--- src/rtl/sercmd_pkg.sv ---
package sercmd_pkg;

   localparam int WORD_W = 16;
   localparam int ADDR_W = 8;
   localparam int DATA_W = 8;

   localparam logic [ADDR_W-1:0] ADR_NOP       = 8'h00;
   localparam logic [ADDR_W-1:0] ADR_DECODE    = 8'h01;
   localparam logic [ADDR_W-1:0] ADR_INTENSITY = 8'h02;
   localparam logic [ADDR_W-1:0] ADR_SCANLIM   = 8'h03;
   localparam logic [ADDR_W-1:0] ADR_CONFIG    = 8'h04;
   localparam logic [ADDR_W-1:0] ADR_TEST      = 8'h07;

   // plane-select field in address bits 7..5
   localparam logic [2:0] PSEL_P0   = 3'b001;
   localparam logic [2:0] PSEL_P1   = 3'b010;
   localparam logic [2:0] PSEL_BOTH = 3'b011;

   // configuration data bit positions
   localparam int CFG_RUN   = 0;
   localparam int CFG_FAST  = 2;
   localparam int CFG_BLINK = 3;
   localparam int CFG_SYNC  = 4;
   localparam int CFG_CLEAR = 5;

   typedef struct packed {
      logic run;
      logic blink_fast;
      logic blink_en;
   } cfg_t;

   localparam cfg_t CFG_RESET = '{run: 1'b0, blink_fast: 1'b0, blink_en: 1'b0};

endpackage

--- src/rtl/sercmd_sync.sv ---
module sercmd_sync #(
   parameter int               STAGES  = 2,
   parameter int               WIDTH   = 3,
   parameter logic [WIDTH-1:0] RST_VAL = '0
) (
   input  logic             clk,
   input  logic             rst_n,
   input  logic [WIDTH-1:0] d_i,
   output logic [WIDTH-1:0] q_o
);

   if (STAGES < 2) begin : g_bad_stages
      $error("sercmd_sync: STAGES must be at least 2");
   end
   if (WIDTH < 1) begin : g_bad_width
      $error("sercmd_sync: WIDTH must be positive");
   end

   logic [STAGES-1:0][WIDTH-1:0] stg_q;

   always_ff @(posedge clk or negedge rst_n) begin
      if (!rst_n) begin
         stg_q <= {STAGES{RST_VAL}};
      end else begin
         stg_q <= {stg_q[STAGES-2:0], d_i};
      end
   end

   assign q_o = stg_q[STAGES-1];

endmodule

--- src/rtl/sercmd_shifter.sv ---
module sercmd_shifter #(
   parameter int WORD_W = sercmd_pkg::WORD_W
) (
   input  logic              clk,
   input  logic              rst_n,
   input  logic              sclk_s,
   input  logic              csn_s,
   input  logic              sdin_s,
   output logic              cmd_valid_o,
   output logic [WORD_W-1:0] cmd_word_o
);

   if (WORD_W < 2) begin : g_bad_word
      $error("sercmd_shifter: WORD_W must be at least 2");
   end

   logic              sclk_q;
   logic              csn_q;
   logic              sclk_rise;
   logic              cs_rise;
   logic [WORD_W-1:0] shift_q;

   assign sclk_rise = sclk_s & ~sclk_q;
   assign cs_rise   = csn_s & ~csn_q;

   always_ff @(posedge clk or negedge rst_n) begin
      if (!rst_n) begin
         sclk_q <= 1'b0;
         csn_q  <= 1'b1;
      end else begin
         sclk_q <= sclk_s;
         csn_q  <= csn_s;
      end
   end

   // never cleared: short transfers reuse leftover bits
   always_ff @(posedge clk or negedge rst_n) begin
      if (!rst_n) begin
         shift_q <= '0;
      end else if (sclk_rise && !csn_s) begin
         shift_q <= {shift_q[WORD_W-2:0], sdin_s};
      end
   end

   always_ff @(posedge clk or negedge rst_n) begin
      if (!rst_n) begin
         cmd_valid_o <= 1'b0;
         cmd_word_o  <= '0;
      end else begin
         cmd_valid_o <= cs_rise;
         if (cs_rise) begin
            cmd_word_o <= shift_q;
         end
      end
   end

   a_r3_hold_when_deselected : assert property (@(posedge clk) disable iff (!rst_n)
      $past(csn_s) |-> $stable(shift_q));

   a_r2_single_cmd_strobe : assert property (@(posedge clk) disable iff (!rst_n)
      cmd_valid_o |=> !cmd_valid_o);

   a_r2_word_held_between_cmds : assert property (@(posedge clk) disable iff (!rst_n)
      !cmd_valid_o |-> $stable(cmd_word_o));

endmodule

--- src/rtl/sercmd_regbank.sv ---
module sercmd_regbank
   import sercmd_pkg::*;
#(
   parameter int NUM_DIGITS = 8,
   parameter int INTENS_W   = 4,
   parameter int SCAN_W     = 3,
   localparam int PLANE_W   = NUM_DIGITS * DATA_W
) (
   input  logic                clk,
   input  logic                rst_n,
   input  logic                cmd_valid_i,
   input  logic [WORD_W-1:0]   cmd_word_i,
   output logic [DATA_W-1:0]   decode_o,
   output logic [INTENS_W-1:0] intensity_o,
   output logic [SCAN_W-1:0]   scan_limit_o,
   output cfg_t                cfg_o,
   output logic                disp_test_o,
   output logic [PLANE_W-1:0]  plane0_o,
   output logic [PLANE_W-1:0]  plane1_o,
   output logic                clear_pulse_o,
   output logic                sync_pulse_o
);

   if (NUM_DIGITS < 1 || NUM_DIGITS > 8) begin : g_bad_digits
      $error("sercmd_regbank: NUM_DIGITS must be 1..8");
   end
   if (INTENS_W < 1 || INTENS_W > DATA_W) begin : g_bad_intens
      $error("sercmd_regbank: INTENS_W out of range");
   end
   if (SCAN_W < 1 || SCAN_W > DATA_W) begin : g_bad_scan
      $error("sercmd_regbank: SCAN_W out of range");
   end

   localparam logic [SCAN_W-1:0] SCAN_RST = SCAN_W'(4);

   logic [ADDR_W-1:0] addr;
   logic [DATA_W-1:0] data;
   logic              is_digit;
   logic              wr_p0;
   logic              wr_p1;
   logic              wr_decode;
   logic              wr_intens;
   logic              wr_scan;
   logic              wr_cfg;
   logic              wr_test;
   logic              mapped;
   logic              do_clear;

   assign addr = cmd_word_i[WORD_W-1 -: ADDR_W];
   assign data = cmd_word_i[DATA_W-1:0];

   always_comb begin
      is_digit = (addr[4:3] == 2'b00) && (int'(addr[2:0]) < NUM_DIGITS) &&
                 ((addr[7:5] == PSEL_P0) || (addr[7:5] == PSEL_P1) ||
                  (addr[7:5] == PSEL_BOTH));
      wr_p0     = cmd_valid_i && is_digit && addr[5];
      wr_p1     = cmd_valid_i && is_digit && addr[6];
      wr_decode = cmd_valid_i && (addr == ADR_DECODE);
      wr_intens = cmd_valid_i && (addr == ADR_INTENSITY);
      wr_scan   = cmd_valid_i && (addr == ADR_SCANLIM);
      wr_cfg    = cmd_valid_i && (addr == ADR_CONFIG);
      wr_test   = cmd_valid_i && (addr == ADR_TEST);
      mapped    = is_digit || (addr == ADR_DECODE) || (addr == ADR_INTENSITY) ||
                  (addr == ADR_SCANLIM) || (addr == ADR_CONFIG) || (addr == ADR_TEST);
      do_clear  = wr_cfg && data[CFG_CLEAR];
   end

   always_ff @(posedge clk or negedge rst_n) begin
      if (!rst_n) begin
         decode_o     <= '0;
         intensity_o  <= '0;
         scan_limit_o <= SCAN_RST;
         cfg_o        <= CFG_RESET;
         disp_test_o  <= 1'b0;
      end else begin
         if (wr_decode) decode_o     <= data;
         if (wr_intens) intensity_o  <= data[INTENS_W-1:0];
         if (wr_scan)   scan_limit_o <= data[SCAN_W-1:0];
         if (wr_test)   disp_test_o  <= data[0];
         if (wr_cfg) begin
            cfg_o.run        <= data[CFG_RUN];
            cfg_o.blink_fast <= data[CFG_FAST];
            cfg_o.blink_en   <= data[CFG_BLINK];
         end
      end
   end

   always_ff @(posedge clk or negedge rst_n) begin
      if (!rst_n) begin
         clear_pulse_o <= 1'b0;
         sync_pulse_o  <= 1'b0;
      end else begin
         clear_pulse_o <= do_clear;
         sync_pulse_o  <= wr_cfg && data[CFG_SYNC];
      end
   end

   for (genvar g = 0; g < NUM_DIGITS; g++) begin : g_digit
      localparam logic [2:0] IDX = 3'(g);
      logic [DATA_W-1:0] p0_q;
      logic [DATA_W-1:0] p1_q;
      logic              hit;

      assign hit = (addr[2:0] == IDX);

      always_ff @(posedge clk or negedge rst_n) begin
         if (!rst_n) begin
            p0_q <= '0;
            p1_q <= '0;
         end else if (do_clear) begin
            p0_q <= '0;
            p1_q <= '0;
         end else begin
            if (wr_p0 && hit) p0_q <= data;
            if (wr_p1 && hit) p1_q <= data;
         end
      end

      assign plane0_o[g*DATA_W +: DATA_W] = p0_q;
      assign plane1_o[g*DATA_W +: DATA_W] = p1_q;
   end

   a_r8_clear_empties_planes : assert property (@(posedge clk) disable iff (!rst_n)
      clear_pulse_o |-> (plane0_o == '0 && plane1_o == '0));

   a_r8_clear_one_cycle : assert property (@(posedge clk) disable iff (!rst_n)
      clear_pulse_o |=> !clear_pulse_o);

   a_r8_sync_one_cycle : assert property (@(posedge clk) disable iff (!rst_n)
      sync_pulse_o |=> !sync_pulse_o);

   a_r9_unmapped_no_change : assert property (@(posedge clk) disable iff (!rst_n)
      (cmd_valid_i && !mapped) |=> ($stable(plane0_o) && $stable(plane1_o) &&
         $stable(decode_o) && $stable(intensity_o) && $stable(scan_limit_o) &&
         $stable(cfg_o) && $stable(disp_test_o) && !clear_pulse_o && !sync_pulse_o));

   a_r5_plane0_only_keeps_p1 : assert property (@(posedge clk) disable iff (!rst_n)
      (cmd_valid_i && addr[7:5] == PSEL_P0) |=> $stable(plane1_o));

   a_r5_plane1_only_keeps_p0 : assert property (@(posedge clk) disable iff (!rst_n)
      (cmd_valid_i && addr[7:5] == PSEL_P1) |=> $stable(plane0_o));

endmodule

--- src/rtl/sercmd_regfile.sv ---
module sercmd_regfile #(
   parameter int SYNC_STAGES = 2,
   parameter int NUM_DIGITS  = 8,
   parameter int INTENS_W    = 4,
   parameter int SCAN_W      = 3,
   localparam int PLANE_W    = NUM_DIGITS * sercmd_pkg::DATA_W
) (
   input  logic                clk,
   input  logic                rst_n,
   input  logic                sclk_i,
   input  logic                csn_i,
   input  logic                sdin_i,
   output logic [7:0]          decode_o,
   output logic [INTENS_W-1:0] intensity_o,
   output logic [SCAN_W-1:0]   scan_limit_o,
   output logic                run_o,
   output logic                blink_fast_o,
   output logic                blink_en_o,
   output logic                disp_test_o,
   output logic [PLANE_W-1:0]  plane0_o,
   output logic [PLANE_W-1:0]  plane1_o,
   output logic                clear_pulse_o,
   output logic                sync_pulse_o
);

   import sercmd_pkg::*;

   logic [2:0]        pins_s;
   logic              cmd_valid;
   logic [WORD_W-1:0] cmd_word;
   cfg_t              cfg;

   // bit order: {sclk, csn, sdin}; select idles high
   sercmd_sync #(
      .STAGES  (SYNC_STAGES),
      .WIDTH   (3),
      .RST_VAL (3'b010)
   ) sync_i (
      .clk   (clk),
      .rst_n (rst_n),
      .d_i   ({sclk_i, csn_i, sdin_i}),
      .q_o   (pins_s)
   );

   sercmd_shifter #(
      .WORD_W (WORD_W)
   ) shift_i (
      .clk         (clk),
      .rst_n       (rst_n),
      .sclk_s      (pins_s[2]),
      .csn_s       (pins_s[1]),
      .sdin_s      (pins_s[0]),
      .cmd_valid_o (cmd_valid),
      .cmd_word_o  (cmd_word)
   );

   sercmd_regbank #(
      .NUM_DIGITS (NUM_DIGITS),
      .INTENS_W   (INTENS_W),
      .SCAN_W     (SCAN_W)
   ) bank_i (
      .clk           (clk),
      .rst_n         (rst_n),
      .cmd_valid_i   (cmd_valid),
      .cmd_word_i    (cmd_word),
      .decode_o      (decode_o),
      .intensity_o   (intensity_o),
      .scan_limit_o  (scan_limit_o),
      .cfg_o         (cfg),
      .disp_test_o   (disp_test_o),
      .plane0_o      (plane0_o),
      .plane1_o      (plane1_o),
      .clear_pulse_o (clear_pulse_o),
      .sync_pulse_o  (sync_pulse_o)
   );

   assign run_o        = cfg.run;
   assign blink_fast_o = cfg.blink_fast;
   assign blink_en_o   = cfg.blink_en;

   a_r1_pulses_low_after_reset : assert property (@(posedge clk) disable iff (!rst_n)
      $rose(rst_n) |-> (!clear_pulse_o && !sync_pulse_o));

endmodule

--- config.mk ---
export PLATFORM = sky130hd
export DESIGN_NAME = sercmd_regfile
export DESIGN_NICKNAME = d
export VERILOG_FILES = /design/src/rtl/sercmd_pkg.sv /design/src/rtl/sercmd_sync.sv /design/src/rtl/sercmd_shifter.sv /design/src/rtl/sercmd_regbank.sv /design/src/rtl/sercmd_regfile.sv
export SDC_FILE = /design/constraint.sdc
export NUM_CORES = 1
export LEC_CHECK = 0
export BUFFER_PORTS_ARGS = -buffer_cell sky130_fd_sc_hd__buf_4
export CAP_MARGIN = 20
export CORE_ASPECT_RATIO = 1.5
export CORE_MARGIN = 4
export CORE_UTILIZATION = 60
export DETAILED_ROUTE_END_ITERATION = 16
export PLACE_DENSITY = 0.91
export SYNTH_ARGS = -nofsm -noshare
export SYNTH_HDL_FRONTEND = slang
export SYNTH_SLANG_ARGS = --single-unit
--- constraint.sdc ---
create_clock -name clk -period 5 [get_ports clk]
set_input_delay 0.75 -clock clk [delete_from_list [all_inputs] [get_ports clk]]
set_output_delay 0.75 -clock clk [all_outputs]
set_load 0.03 [all_outputs]
; Word-level counts from Yosys, hierarchy flattened
; Index checks and enable logic that the tools add are counted.
[totals]
reg_bits = 190
latchBits = 0
ram_bits = 0
mem_bits_ro = 0
inputBits = 5
word_cells = 132
memories = 0
[classes]
n_addsub = 0
n_mul = 0
div = 0
magnitude_cmp = 0
eq_ne = 15
shifts = 0
n_mux = 32
bitwise = 4
reduce_logical = 49
[ops]
columns = cell, count
row1 = 2-to-1 mux 8 bit, 32
row2 = nonzero test 2 bit, 16
row3 = logical AND 1 bit, 28
row4 = "equality test 8 x 2 -> 1 bit, second input constant", 2
row5 = "equality test 8 x 3 -> 1 bit, second input constant", 2
row6 = "equality test 3 x 2 -> 1 bit, second input constant", 4
row7 = "equality test 3 bit, second input constant", 4
row8 = "equality test 8 x 1 -> 1 bit, second input constant", 1
row9 = "equality test 3 x 1 -> 1 bit, second input constant", 2
row10 = logical NOT 3 bit, 1
row11 = bitwise AND 1 bit, 2
row12 = logical NOT 2 bit, 1
row13 = logical OR 1 bit, 2
row14 = NOT 1 bit, 2
row15 = logical NOT 1 bit, 1

; Longest topological paths before layout
; Gate-level depths: netlist of the first run.
[depth]
ltp_word = 9
depth_mapped = 7
mapped_depth_nobuf = 3

; Hierarchy
; From an unflattened synthesis of the first run, not the netlist that was laid out.
[hier_totals]
cells_unflattened = 766
area_unflattened_um2 = 8169.1
[modules_own_cells]
columns = mod, n_inst, cells_per_inst, area_each_um2, seq_area_each_um2
row1 = sercmd_regbank, 1, 685, 6692.7, 3729.8
row2 = sercmd_shifter, 1, 72, 1301.2, 877.1
row3 = sercmd_sync, 1, 9, 175.2, 152.6

; Worst setup path before layout of the first run
; OpenSTA, ideal clock, no wires.
[synth_timing]
path_kind = register -> register
start = register sync_i.stg_q (netlist bit sync_i.q_o[1])
end = register shift_i.cmd_word_o[10]
setup_time_ns = 0.125
arrival_time_ns = 1.531
required_time_ns = 4.875
path_slack_ns = 3.344
stages_incl_launch_ff = 5
period_less_slack_ns = 1.656
cell_sequence = dfstp_2 -> nor2b_1 -> clkbuf_1 -> buf_2 -> mux2_2
[synth_between]
elab_chain_cells = 1
[synth_rtl]
columns = element, line_no
row1 = from (decl), sercmd_sync.sv:19  ; logic [STAGES-1:0][WIDTH-1:0] stg_q;
row2 = from (signal assigned), sercmd_sync.sv:23  ; stg_q <= {STAGES{RST_VAL}};
row3 = from (signal assigned), sercmd_sync.sv:25  ; stg_q <= {stg_q[STAGES-2:0], d_i};
row4 = bitwise AND 1 bit, sercmd_shifter.sv:24  ; assign cs_rise = csn_s & ~csn_q;
row5 = via shift_i.cs_rise, sercmd_shifter.sv:20  ; logic cs_rise;
row6 = to (signal assigned), sercmd_shifter.sv:52  ; cmd_word_o <= shift_q;
row7 = to (decl), sercmd_shifter.sv:10  ; output logic [WORD_W-1:0] cmd_word_o
; The timed path passes the listed nets, and every way through them passes these cells.
; A chain may end at the register's enable or synchronous reset.

; Worst setup path after layout of the first run
[layout_timing]
start = register shift_i.cmd_word_o[10]
end = register bank_i.g_digit[6].p0_q[5]
[layout_between]
elab_chain_cells = 4
word_cells_on_any_way = 7
classes_between = 2 x eq/ne / 1 x mux / 4 x reduce/logical
[layout_rtl]
columns = element, line_no
row1 = equality test 8 x 3 -> 1 bit, sercmd_regbank.sv:61  ; wr_cfg = cmd_valid_i && (addr == ADR_CONFIG);
row2 = logical AND 1 bit, sercmd_regbank.sv:61
row3 = logical AND 1 bit, sercmd_regbank.sv:65  ; do_clear = wr_cfg && data[CFG_CLEAR];
row4 = 2-to-1 mux 8 bit or nonzero test 2 bit (tied branches), -
row5 = to (signal assigned), sercmd_regbank.sv:114  ; if (wr_p0 && hit) p0_q <= data;
row6 = to (decl), sercmd_regbank.sv:100  ; logic [DATA_W-1:0] p0_q;
; Several ways; a longest one is shown, not always the timed one.

==> summary.md, run 1 <==
| Metric | Value |
|---|---|
| Peak supply drop | 0.274 mV |
| Via count | 6807 |
| Most common cell after layout, fill and taps aside | dfrtp_1 |
| Slowest-stage cell, CP | dfrtp_1 |
| Multi-input logic area | 0.00301 sq mm |
| Post-DP HPWL | 13300 microns |
| Status | finished clean |
| CTS root buf | clkbuf_16 |
| # DRC | 0 |
| Worst-path fanout max | 100 |
| Slew @ Worst Pin | 1.14 ns |
| Width of the die | 104 microns |
| Vias in the first global route | 6577 |
| GR Overflow Total | 0 |
| Min-delay worst type | reg2reg |
| Unrepaired setup endpoints after global routing | false |
| FF-to-FF setup slack | 2.00 ns |
| Placed cell count | 1000 |
| Netlist cell types | 33 |
| H-tree depth | 4 |
| Area Growth Syn to Fin | 19.6% |
| Critical-path cell list | nor2b_1 -> and4_4 -> buf_16 -> buf_4 -> o21ai_1 |
| Final hold slack | 0.350 ns |
| WL final | 22100 microns |
| Mapped Cells | 767 |
| Synth area leader | dfrtp_1 |
| Worst reg2reg path depth | 5 |
| PwrDens | 349 mW/mm^2 |
| Crit path kind | reg2reg |
| Max cap viols | 0 |
| Initial core utilization | 0.611 |
| Most frequent cells in the layout | dfrtp_1 (186), buf_4 (161), nand3_1 (113) |
| Worst Path Arrival | 3.31 ns |
| Height of the die | 151 microns |
| Synthesis Warnings | 0 |
| Vias per inst | 6.57 |
| Sink Count | 190 |
| Mapped Area | 0.00823 sq mm |
| Crit. End Element | register |
| Worst-Skew Late Latency | 0.44 ns |
| DIE AREA | 0.0157 sq mm |
| Core Area | 0.0135 sq mm |
| Most area-consuming cells after synthesis | dfrtp_1 (57%), nand3_1 (6.9%), mux2_2 (6.8%) |
| First-pass GRT wire length | 34700 microns |
| Slew HR | 0.243 |
| Part of the cycle the worst path needs | 0.599 |
| Pin count of the biggest net entering global routing | 119 |
| DP Area | 0.00921 sq mm |
| Nets@finish | 866 |
| Initial DRT Pass Iterations | 5 |
| Initial antenna violation count | 0 |
| Post-CTS setup buffers | 0 |
| Post-route ant nets | 0 |
| Leakage | 0.00456 uW |
| CP max stage delay | 0.98 ns |
| Worst R2R End | bank_i.g_digit[6].p0_q[5]$_DFFE_PN0P_ |
| PortBufs | 153 |
| Max clock buf depth | 2 |
| Top-area cell type share of the netlist area | 0.566 |
| Antenna Cells | 0 |
| Reg clk slew, reported paths | 0.07 ns |
| Hold Path Origin | sync_i.stg_q[2]$_DFF_PN0_ |
| FF-to-FF Start | shift_i.cmd_word_o[10]$_DFFE_PN0P_ |
| GP Congestion | 0.830 |
| Skew final | 0.0174 ns |
| Wirelength per Cell | 21.3 microns |
| Highest Clock Rate | 334 MHz |
| Register area | 0.00476 sq mm |
| Min Tclk post-route | 3.00 ns |
| Setup TNS | 0 ns |
| Worst EP required | 5.32 ns |
| Synthesis-stage register bit count | 190 |
| Hold path cells | 0 |
| Mean cell area of the mapped netlist | 10.7 sq um |
| Starting DRT DRC Count | 695 |
| Fin cells | 1036 |
| CTS Buf Count | 17 |
| Final Power | 3430 uW |
| Io pins | 154 |
| Row count | 52 |
| Final hold vios | 0 |
| Net Count, Synth | 772 |
| GRT Util Overall | 0.277 |
| Hold-fix buffers, CTS | 0 |
| Sequential area share after synthesis | 0.578 |
| Startpoint types | register |
| Design Area, Final | 0.00984 sq mm |
| Hold worst-path end | sync_i.q_o[2]$_DFF_PN0_ |
| CTS tree | built |
| Post_cts resized | 0 |
| Fraction of layout cells with a size suffix above 1 | 0.307 |
| Fill count | 880 |
| Max Slew Vio Count | 0 |
| Setup violations, final | 0 |
metrics by stage:
stage,utilization,setup slack (ns)
6_report,0.731,2.00
5_1_grt,0.731,1.83
4_1_cts,0.726,1.74
3_5_place_dp,0.684,1.80
3_3_place_gp,0.683,1.88
2_1_floorplan,-,3.34
critical path, delay by kind of cell, from the launching register on:
family	cells	cell delay, ns
buffers and inverters	2	0.63
AOI/OAI and AO/OA	1	0.11
and+or+nand+nor	2	1.13
DFF	1	0.98
logic make-up (layout without fill, tap and decap cells):
group | count (synthesis) | in the layout | synth area share
simple gates | 176 | 176 | 0.137
mux | 50 | 50 | 0.0684
buf+inv | 94 | 201 | 0.0604
compound gates | 257 | 257 | 0.156
flops | 190 | 190 | 0.578
power breakdown:
part	switching, uW	total (uW)	leakage, uW	internal (uW)
logic	139	248	0.00169	109
clock network	633	1300	0.000270	671
registers	273	1880	0.00260	1610
total	1050	3430	0.00456	2390
registers in the layout, indices dropped and copies added, names as in the netlist, 3 cells and up:
register	flops
bank_i.intensity_o	4
sync_i.stg_q	3
bank_i.g_digit.p1_q	64
bank_i.cfg_o	3
sync_i.q_o	3
bank_i.g_digit.p0_q	64
bank_i.scan_limit_o	3
shift_i.cmd_word_o	16
bank_i.decode_o	8
shift_i.shift_q	16
area by class of cell:
cell class	instances	share of cell area
flip-flops and latches	190	0.484
clock buffers	18	0.0446
clock inverters	14	0.0133
inverters	1	0.000381
repair buffers	168	0.131
multi-input cells	483	0.306
well taps	162	0.0206
synth_stat cells (all sizes together):
cell type / n
nand4b: 5
clkbuf: 40
and2: 2
mux2: 50
and4b: 3
nand3: 114
nor2b: 4
inv: 1
or4b: 4
a21oi: 112
nor3b: 1
nor4bb: 6
nand4bb: 6
nor4b: 4
buf: 53
dfrtp: 186
dfstp: 4
nand2: 1
and4: 2
o21ai: 145
nor3: 1
nand4: 20
nor2: 3
worst max-delay path by stage:
| stage | from | end | slack (ns) | depth (start not counted) |
|---|---|---|---|---|
| 2_1_floorplan | sync_i.q_o[1]$_DFF_PN1_ | shift_i.cmd_word_o[10]$_DFFE_PN0P_ | 3.34 | 4 |
| 3_3_place_gp | shift_i.cmd_word_o[10]$_DFFE_PN0P_ | bank_i.g_digit[6].p0_q[5]$_DFFE_PN0P_ | 1.88 | 4 |
| 3_5_place_dp | shift_i.cmd_word_o[10]$_DFFE_PN0P_ | bank_i.g_digit[6].p0_q[5]$_DFFE_PN0P_ | 1.80 | 4 |
| 4_1_cts | shift_i.cmd_word_o[10]$_DFFE_PN0P_ | bank_i.g_digit[6].p0_q[5]$_DFFE_PN0P_ | 1.74 | 4 |
| 5_1_grt | shift_i.cmd_word_o[10]$_DFFE_PN0P_ | bank_i.g_digit[6].p0_q[5]$_DFFE_PN0P_ | 1.83 | 5 |
| 6_report | shift_i.cmd_word_o[10]$_DFFE_PN0P_ | bank_i.g_digit[6].p0_q[5]$_DFFE_PN0P_ | 2.00 | 5 |
layer usage:
metal,global-route usage,vias up,share of wire
li1,-,2973,-
met1,0.346,3321,0.36
met2,0.465,438,0.52
met3,0.0576,75,0.082
met4,0.136,0,0.038
met5,0,-,0
(Power assumes the default switching activity.)
==> run 2: changes to the inputs <==
CORE_UTILIZATION = 50   (was 60)
PLACE_DENSITY = 0.82   (was 0.91)
clock period = 2.6 ns   (was 5 ns; I/O delays follow)
==> run 2 against run 1 <==
Register-to-register slack lost 1.5 ns. Final cell count is 5.4% higher. Flip-flop and latch count did not move. First-iteration DRC count grew 24%. Sequential power grew 91%. Clock skew increased by 0.0012 ns. Hold slack worse by 0.29 ns. Critical path depth down 2. Maximum frequency grew 42%. Via count grew 0.16%. Power grew 94%. Sequential share of layout area fell by 0.74 points.
==> summary.md, run 2 (synthesis results as in run 1) <==
| Metric | Value |
|---|---|
| M2 GR Usage | 0.383 (-0.0820) |
| # DRC | 0 (unchanged) |
| Most frequent cells in the layout | dfrtp_1 (186), buf_4 (176), nand3_1 (113) |
| Setup violations, final | 0 (unchanged) |
| Reg clk slew, reported paths | 0.07 ns (about the same) |
| Final hold vios | 0 (unchanged) |
| Unrepaired setup endpoints after global routing | false |
| Worst-path fanout max | 16 (-84%) |
| Min Tclk post-route | 2.11 ns (-0.882 ns) |
| Final Power | 6660 uW (+94%) |
| Nets@finish | 879 (+1.5%) |
| Skew final | 0.0186 ns (+0.00120 ns) |
| GRT Util Overall | 0.238 (-0.0395) |
| Met3 usage | 0.0550 (-0.00252) |
| Area Growth Syn to Fin | 21.5% |
| Worst EP required | 2.92 ns (-2.40 ns) |
| Initial DRT Pass Iterations | 6 (+1) |
| Max Slew Vio Count | 0 (unchanged) |
| Post-CTS setup buffers | 0 (unchanged) |
| Layout Utilization | 0.617 (-0.113) |
| Post-DP HPWL | 14100 microns (+5.9%) |
| Min-delay worst type | in2reg |
| Slew HR | 0.288 (+0.0449) |
| H-tree depth | 4 (unchanged) |
| GR Overflow Total | 0 (unchanged) |
| CTS tree | built |
| Worst-Skew Late Latency | 0.43 ns (about the same) |
| Via count | 6818 (+0.16%) |
| PwrDens | 666 mW/mm^2 (+91%) |
| Crit. End Element | register |
| Startpoint types | register |
| Post-route ant nets | 0 (unchanged) |
| FF-to-FF setup slack | 0.49 ns (-1.52 ns) |
| Met1 GRT Util | 0.302 (-0.0438) |
| Part of the cycle the worst path needs | 0.813 (+0.214) |
| Peak supply drop | 0.485 mV (+77%) |
| Most common cell after layout, fill and taps aside | dfrtp_1 |
| Highest Clock Rate | 473 MHz (+42%) |
| Leakage | 0.00463 uW (+1.5%) |
| CTS root buf | clkbuf_16 |
| Initial antenna violation count | 0 (unchanged) |
| Row count | 57 (+9.6%) |
| Height of the die | 165 microns (+9.0%) |
| Status | finished clean |
| GP Congestion | 0.810 (-2.4%) |
| Io pins | 154 (unchanged) |
| Top flop regs | bank_i.g_digit.p0_q x64, bank_i.g_digit.p1_q x64 |
| Wirelength per Cell | 20.7 microns (-3.1%) |
| Sink Count | 190 (unchanged) |
| Fraction of layout cells with a size suffix above 1 | 0.313 (+0.00600) |
| Max cap viols | 0 (unchanged) |
| Worst Path Arrival | 2.44 ns (-0.87 ns) |
| Initial core utilization | 0.508 (-0.103) |
| Vias in the first global route | 6540 (-0.56%) |
| First-pass GRT wire length | 35200 microns (+1.5%) |
| Fin cells | 1092 (+5.4%) |
| PortBufs | 153 (unchanged) |
| Placed cell count | 1060 (+6.0%) |
| Crit path kind | reg2reg |
| Starting DRT DRC Count | 862 (+24%) |
| Slew @ Worst Pin | 1.07 ns (-0.0674 ns) |
| CTS Buf Count | 17 (unchanged) |
| Pin count of the biggest net entering global routing | 69 (-42%) |
| DIE AREA | 0.0186 sq mm (+19%) |
| WL final | 22600 microns (+2.1%) |
| Antenna Cells | 0 (unchanged) |
| Setup TNS | 0 ns (unchanged) |
| Max clock buf depth | 2 (unchanged) |
| Width of the die | 113 microns (+8.8%) |
| Vias per inst | 6.24 (-5.0%) |
| Core Area | 0.0162 sq mm (+20%) |
| Busiest grt layer | met2 |
## run 2: changes by cell type in the layout (fill, tap and decap cells not counted), moves of 2 or more
cell,delta
buf_6,-3
inv_8,-3
buf_12,+3
clkinv_4,-2
buf_4,+15
inv_6,+4
## run 2: layer usage
layer,vias up,wire (microns)
li1,2987,-
met1,3383,8580
met2,371,11400
met3,77,1710
met4,0,929
met5,-,0
## run 2: path summary, 6_finish.rpt
check                                                   from  cells after the start                            endpoint
max in group asynchronous                              rst_n                      3  bank_i.scan_limit_o[2]$_DFFE_PN1P_
hold / removal                                         csn_i                      1           sync_i.stg_q[1]$_DFF_PN1_
setup reg to reg           shift_i.cmd_word_o[9]$_DFFE_PN0P_                      3      bank_i.decode_o[5]$_DFFE_PN0P_
min in group asynchronous                              rst_n                      2      bank_i.decode_o[0]$_DFFE_PN0P_
setup / recovery           shift_i.cmd_word_o[9]$_DFFE_PN0P_                      3      bank_i.decode_o[5]$_DFFE_PN0P_
hold reg to reg                    sync_i.stg_q[2]$_DFF_PN0_                      0             sync_i.q_o[2]$_DFF_PN0_
## run 2: where the power goes
group,leakage (uW),switching [uW],internal [uW]
sequential,0.00260,498,3090
clock,0.000270,1150,1360
combinational,0.00175,322,229
total,0.00463,1970,4690
## run 2: final cells by class
type / instances / area (sq um)
clock buffers: 19 / 443
multi-input cells: 483 / 3010
clock inverters: 12 / 121
flip-flops and latches: 190 / 4760
repair buffers: 181 / 1410
fillers: 1300 / 6190
inverters: 1 / 3.75
well taps: 206 / 258
## run 2: repair_timing
| action | in CTS | in global routing |
|---|---|---|
| resized for setup | 0 | 0 |
| hold buffers | 1 | 0 |
| endpoints found under the hold margin | 60 | 0 |
## run 2: critical path: stages, from the launching register on
cell	delay (ns)
dfrtp_1	0.56
nor3_1	0.54
nand3_1	0.49
mux2_2	0.42
## run 2: through the flow
| step | hold WS, ns | setup WS, ns | cell area (sq um) |
|---|---|---|---|
| finish | 0.0573 | 0.485 | 10000 |
| global route | 0.0503 | 0.363 | 10000 |
| CTS | 0.0493 | 0.449 | 10000 |
| detailed placement | 0.337 | 0.457 | 9420 |
| global placement | 0.332 | 0.509 | 9420 |
| floorplan | 0.0944 | 0.944 | 8230 |
==> run 3: changes to the inputs <==
clock period = 1.8 ns   (was 2.6 ns; I/O delays follow)
==> run 3 against run 2 <==
The flow now finishes with violations (negative setup slack). Via count grew 0.70%. Sequential share of layout area decreased by 2.2 points. Maximum frequency is 16% higher. Register-to-register slack got worse by 0.51 ns. Flip-flop and latch count is the same. Routed wire length grew 2.3%. Final cell count is 3.3% higher.
==> summary.md, run 3 (synthesis results as in run 1) <==
| Metric | Value |
|---|---|
| Top flop regs | bank_i.g_digit.p0_q x64, bank_i.g_digit.p1_q x64 |
| DIE AREA | 0.0186 sq mm (unchanged) |
| Crit. End Element | register |
| Max Slew Vio Count | 0 (unchanged) |
| Io pins | 154 (unchanged) |
| Via count | 6866 (+0.70%) |
| Sink Count | 190 (unchanged) |
| Worst reg2reg path depth | 5 (+2) |
| # DRC | 0 (unchanged) |
| Peak supply drop | 0.581 mV (+20%) |
| Worst-path fanout max | 40 (+24) |
| Wirelength per Cell | 20.5 microns (-1.0%) |
| Post-route ant nets | 0 (unchanged) |
| PortBufs | 153 (unchanged) |
| Min-delay worst type | in2async |
| Slowest-stage cell, CP | dfrtp_1 |
| Fraction of layout cells with a size suffix above 1 | 0.337 (+0.0247) |
| Skew final | 0.00872 ns (-0.00986 ns) |
| Crit path kind | reg2reg |
| CP max stage delay | 0.43 ns (-0.13 ns) |
| Setup slack after placement | -0.0413 ns (-0.498 ns) |
| Worst EP required | 2.09 ns (-0.83 ns) |
| PwrDens | 986 mW/mm^2 (+48%) |
| Initial antenna violation count | 0 (unchanged) |
| CTS root buf | clkbuf_16 |
| Fin cells | 1128 (+3.3%) |
| DP Area | 0.00973 sq mm (+3.3%) |
| Worst setup margin | -0.0226 ns (-0.508 ns) |
| Starting DRT DRC Count | 551 (-36%) |
| Leakage | 0.00490 uW (+5.8%) |
| Unrepaired setup endpoints after global routing | true |
| Pin count of the biggest net entering global routing | 57 (-17%) |
| Antenna Cells | 0 (unchanged) |
| Initial DRT Pass Iterations | 6 (unchanged) |
| Most frequent cells in the layout | buf_4 (199), dfrtp_1 (186), nand3_1 (113) |
| Min Tclk post-route | 1.82 ns (-0.292 ns) |
| Core Area | 0.0162 sq mm (unchanged) |
| Reg clk slew, reported paths | 0.07 ns (about the same) |
| First-pass GRT wire length | 36800 microns (+4.5%) |
| CTS Buf Count | 17 (unchanged) |
| Worst Path Arrival | 2.11 ns (-0.33 ns) |
| Vias per inst | 6.09 (-2.5%) |
| Height of the die | 165 microns (unchanged) |
| Slew HR | 0.403 (+0.116) |
| Slew @ Worst Pin | 0.895 ns (-0.174 ns) |
| Most common cell after layout, fill and taps aside | buf_4 |
| H-tree depth | 4 (unchanged) |
| FF-to-FF setup slack | -0.02 ns (-0.51 ns) |
| Post-DP HPWL | 14800 microns (+5.4%) |
| Initial core utilization | 0.508 (unchanged) |
| Design Area, Final | 0.0105 sq mm (+4.9%) |
| Failing checks | negative setup slack |
| Max cap viols | 0 (unchanged) |
| Status | finished, violations left |
| Part of the cycle the worst path needs | 1.01 (+0.199) |
| Vias in the first global route | 6914 (+5.7%) |
| Row count | 57 (unchanged) |
| GP Congestion | 0.838 (+3.5%) |
| Width of the die | 113 microns (unchanged) |
| Placed cell count | 1090 (+2.8%) |
| Worst-Skew Late Latency | 0.42 ns (about the same) |
| Worst R2R End | bank_i.g_digit[1].p0_q[5]$_DFFE_PN0P_ |
| Nets@finish | 915 (+4.1%) |
| Area Growth Syn to Fin | 27.4% |
| CTS tree | built |
| Final Power | 10300 uW (+55%) |
| WL final | 23100 microns (+2.3%) |
| GR Overflow Total | 0 (unchanged) |
| Setup violations, final | 3 (+3) |
| Highest Clock Rate | 549 MHz (+16%) |
| Final hold vios | 0 (unchanged) |
| FF-to-FF Start | shift_i.cmd_word_o[11]$_DFFE_PN0P_ |
| GRT Util Overall | 0.249 (+0.0110) |
| Startpoint types | register |
| Critical-path cell list | nor4b_4 -> buf_4 -> and4_4 -> buf_12 -> o21ai_0 |
| Max clock buf depth | 2 (unchanged) |
-- run 3: cell types whose count changed in the layout (fill, tap and decap cells not counted), moves of 2 or more --
cell           delta
inv_6             -2
buf_4            +23
buf_6             +2
dlygate4sd3_1     +3
buf_12            +7
o21ai_0          -12
bufinv_16         +4
o21ai_1          +11
-- run 3: per-stage QoR --
step | setup TNS [ns] | hold slack, ns | utilization
after floorplan | 0 | -0.0256 | -
after global placement | 0 | 0.198 | 0.601
after detailed placement | -0.255 | 0.201 | 0.601
after CTS | 0 | 0.307 | 0.646
after global routing | -0.893 | 0.335 | 0.648
final | -0.0522 | 0.315 | 0.648
-- run 3: where the power goes --
group          total, uW  internal (uW)  switching, uW
Sequential          4830           4480            356
Combinational       1340            501            844
Clock               4160           2510           1650
-- run 3: layer usage --
layer  routed length [microns]  global-route usage  vias to the layer above
met2                     11800               0.417                      355
li1                          -                   -                     3061
met5                         0                   0                        -
met1                      8540               0.306                     3385
met4                       946               0.116                        0
met3                      1760              0.0558                       65
-- run 3: how the worst max path moves through the flow --
stage | startpoint | slack, ns | to
6_report | shift_i.cmd_word_o[11]$_DFFE_PN0P_ | -0.02 | bank_i.g_digit[1].p0_q[5]$_DFFE_PN0P_
5_1_grt | shift_i.cmd_word_o[11]$_DFFE_PN0P_ | -0.06 | bank_i.g_digit[5].p0_q[5]$_DFFE_PN0P_
4_1_cts | shift_i.cmd_word_o[11]$_DFFE_PN0P_ | 0.001 | bank_i.g_digit[1].p0_q[0]$_DFFE_PN0P_
3_5_place_dp | shift_i.cmd_word_o[15]$_DFFE_PN0P_ | -0.04 | bank_i.g_digit[3].p1_q[0]$_DFFE_PN0P_
3_3_place_gp | shift_i.cmd_word_o[15]$_DFFE_PN0P_ | 0.03 | bank_i.g_digit[4].p0_q[4]$_DFFE_PN0P_
2_1_floorplan | sync_i.q_o[1]$_DFF_PN1_ | 0.14 | shift_i.cmd_word_o[10]$_DFFE_PN0P_
-- run 3: final cells by class --
| type | count | area (sq um) |
|---|---|---|
| Sequential cell | 190 | 4760 |
| Multi-Input combinational cell | 483 | 3020 |
| Inverter | 1 | 3.75 |
| Fill cell | 1283 | 5710 |
| Timing Repair Buffer | 217 | 1800 |
| Clock buffer | 19 | 443 |
| Clock inverter | 12 | 205 |
| Tap cell | 206 | 258 |
-- run 3: worst max-delay path, delay by kind of cell (launching register included) --
family,cells,cell delay (ns)
buf+inv,2,0.40
simple gates,2,0.72
compound gates,1,0.13
flops,1,0.43
-- run 3: timing repair --
item / in CTS / in global routing
pin swaps: 1 / 1
gates cloned: 1 / 0
gates resized for setup: 4 / 14
setup endpoints to repair: 30 / 30
buffers inserted: 0 / 2
endpoints found under the hold margin: 33 / 0
hold buffers: 4 / 0
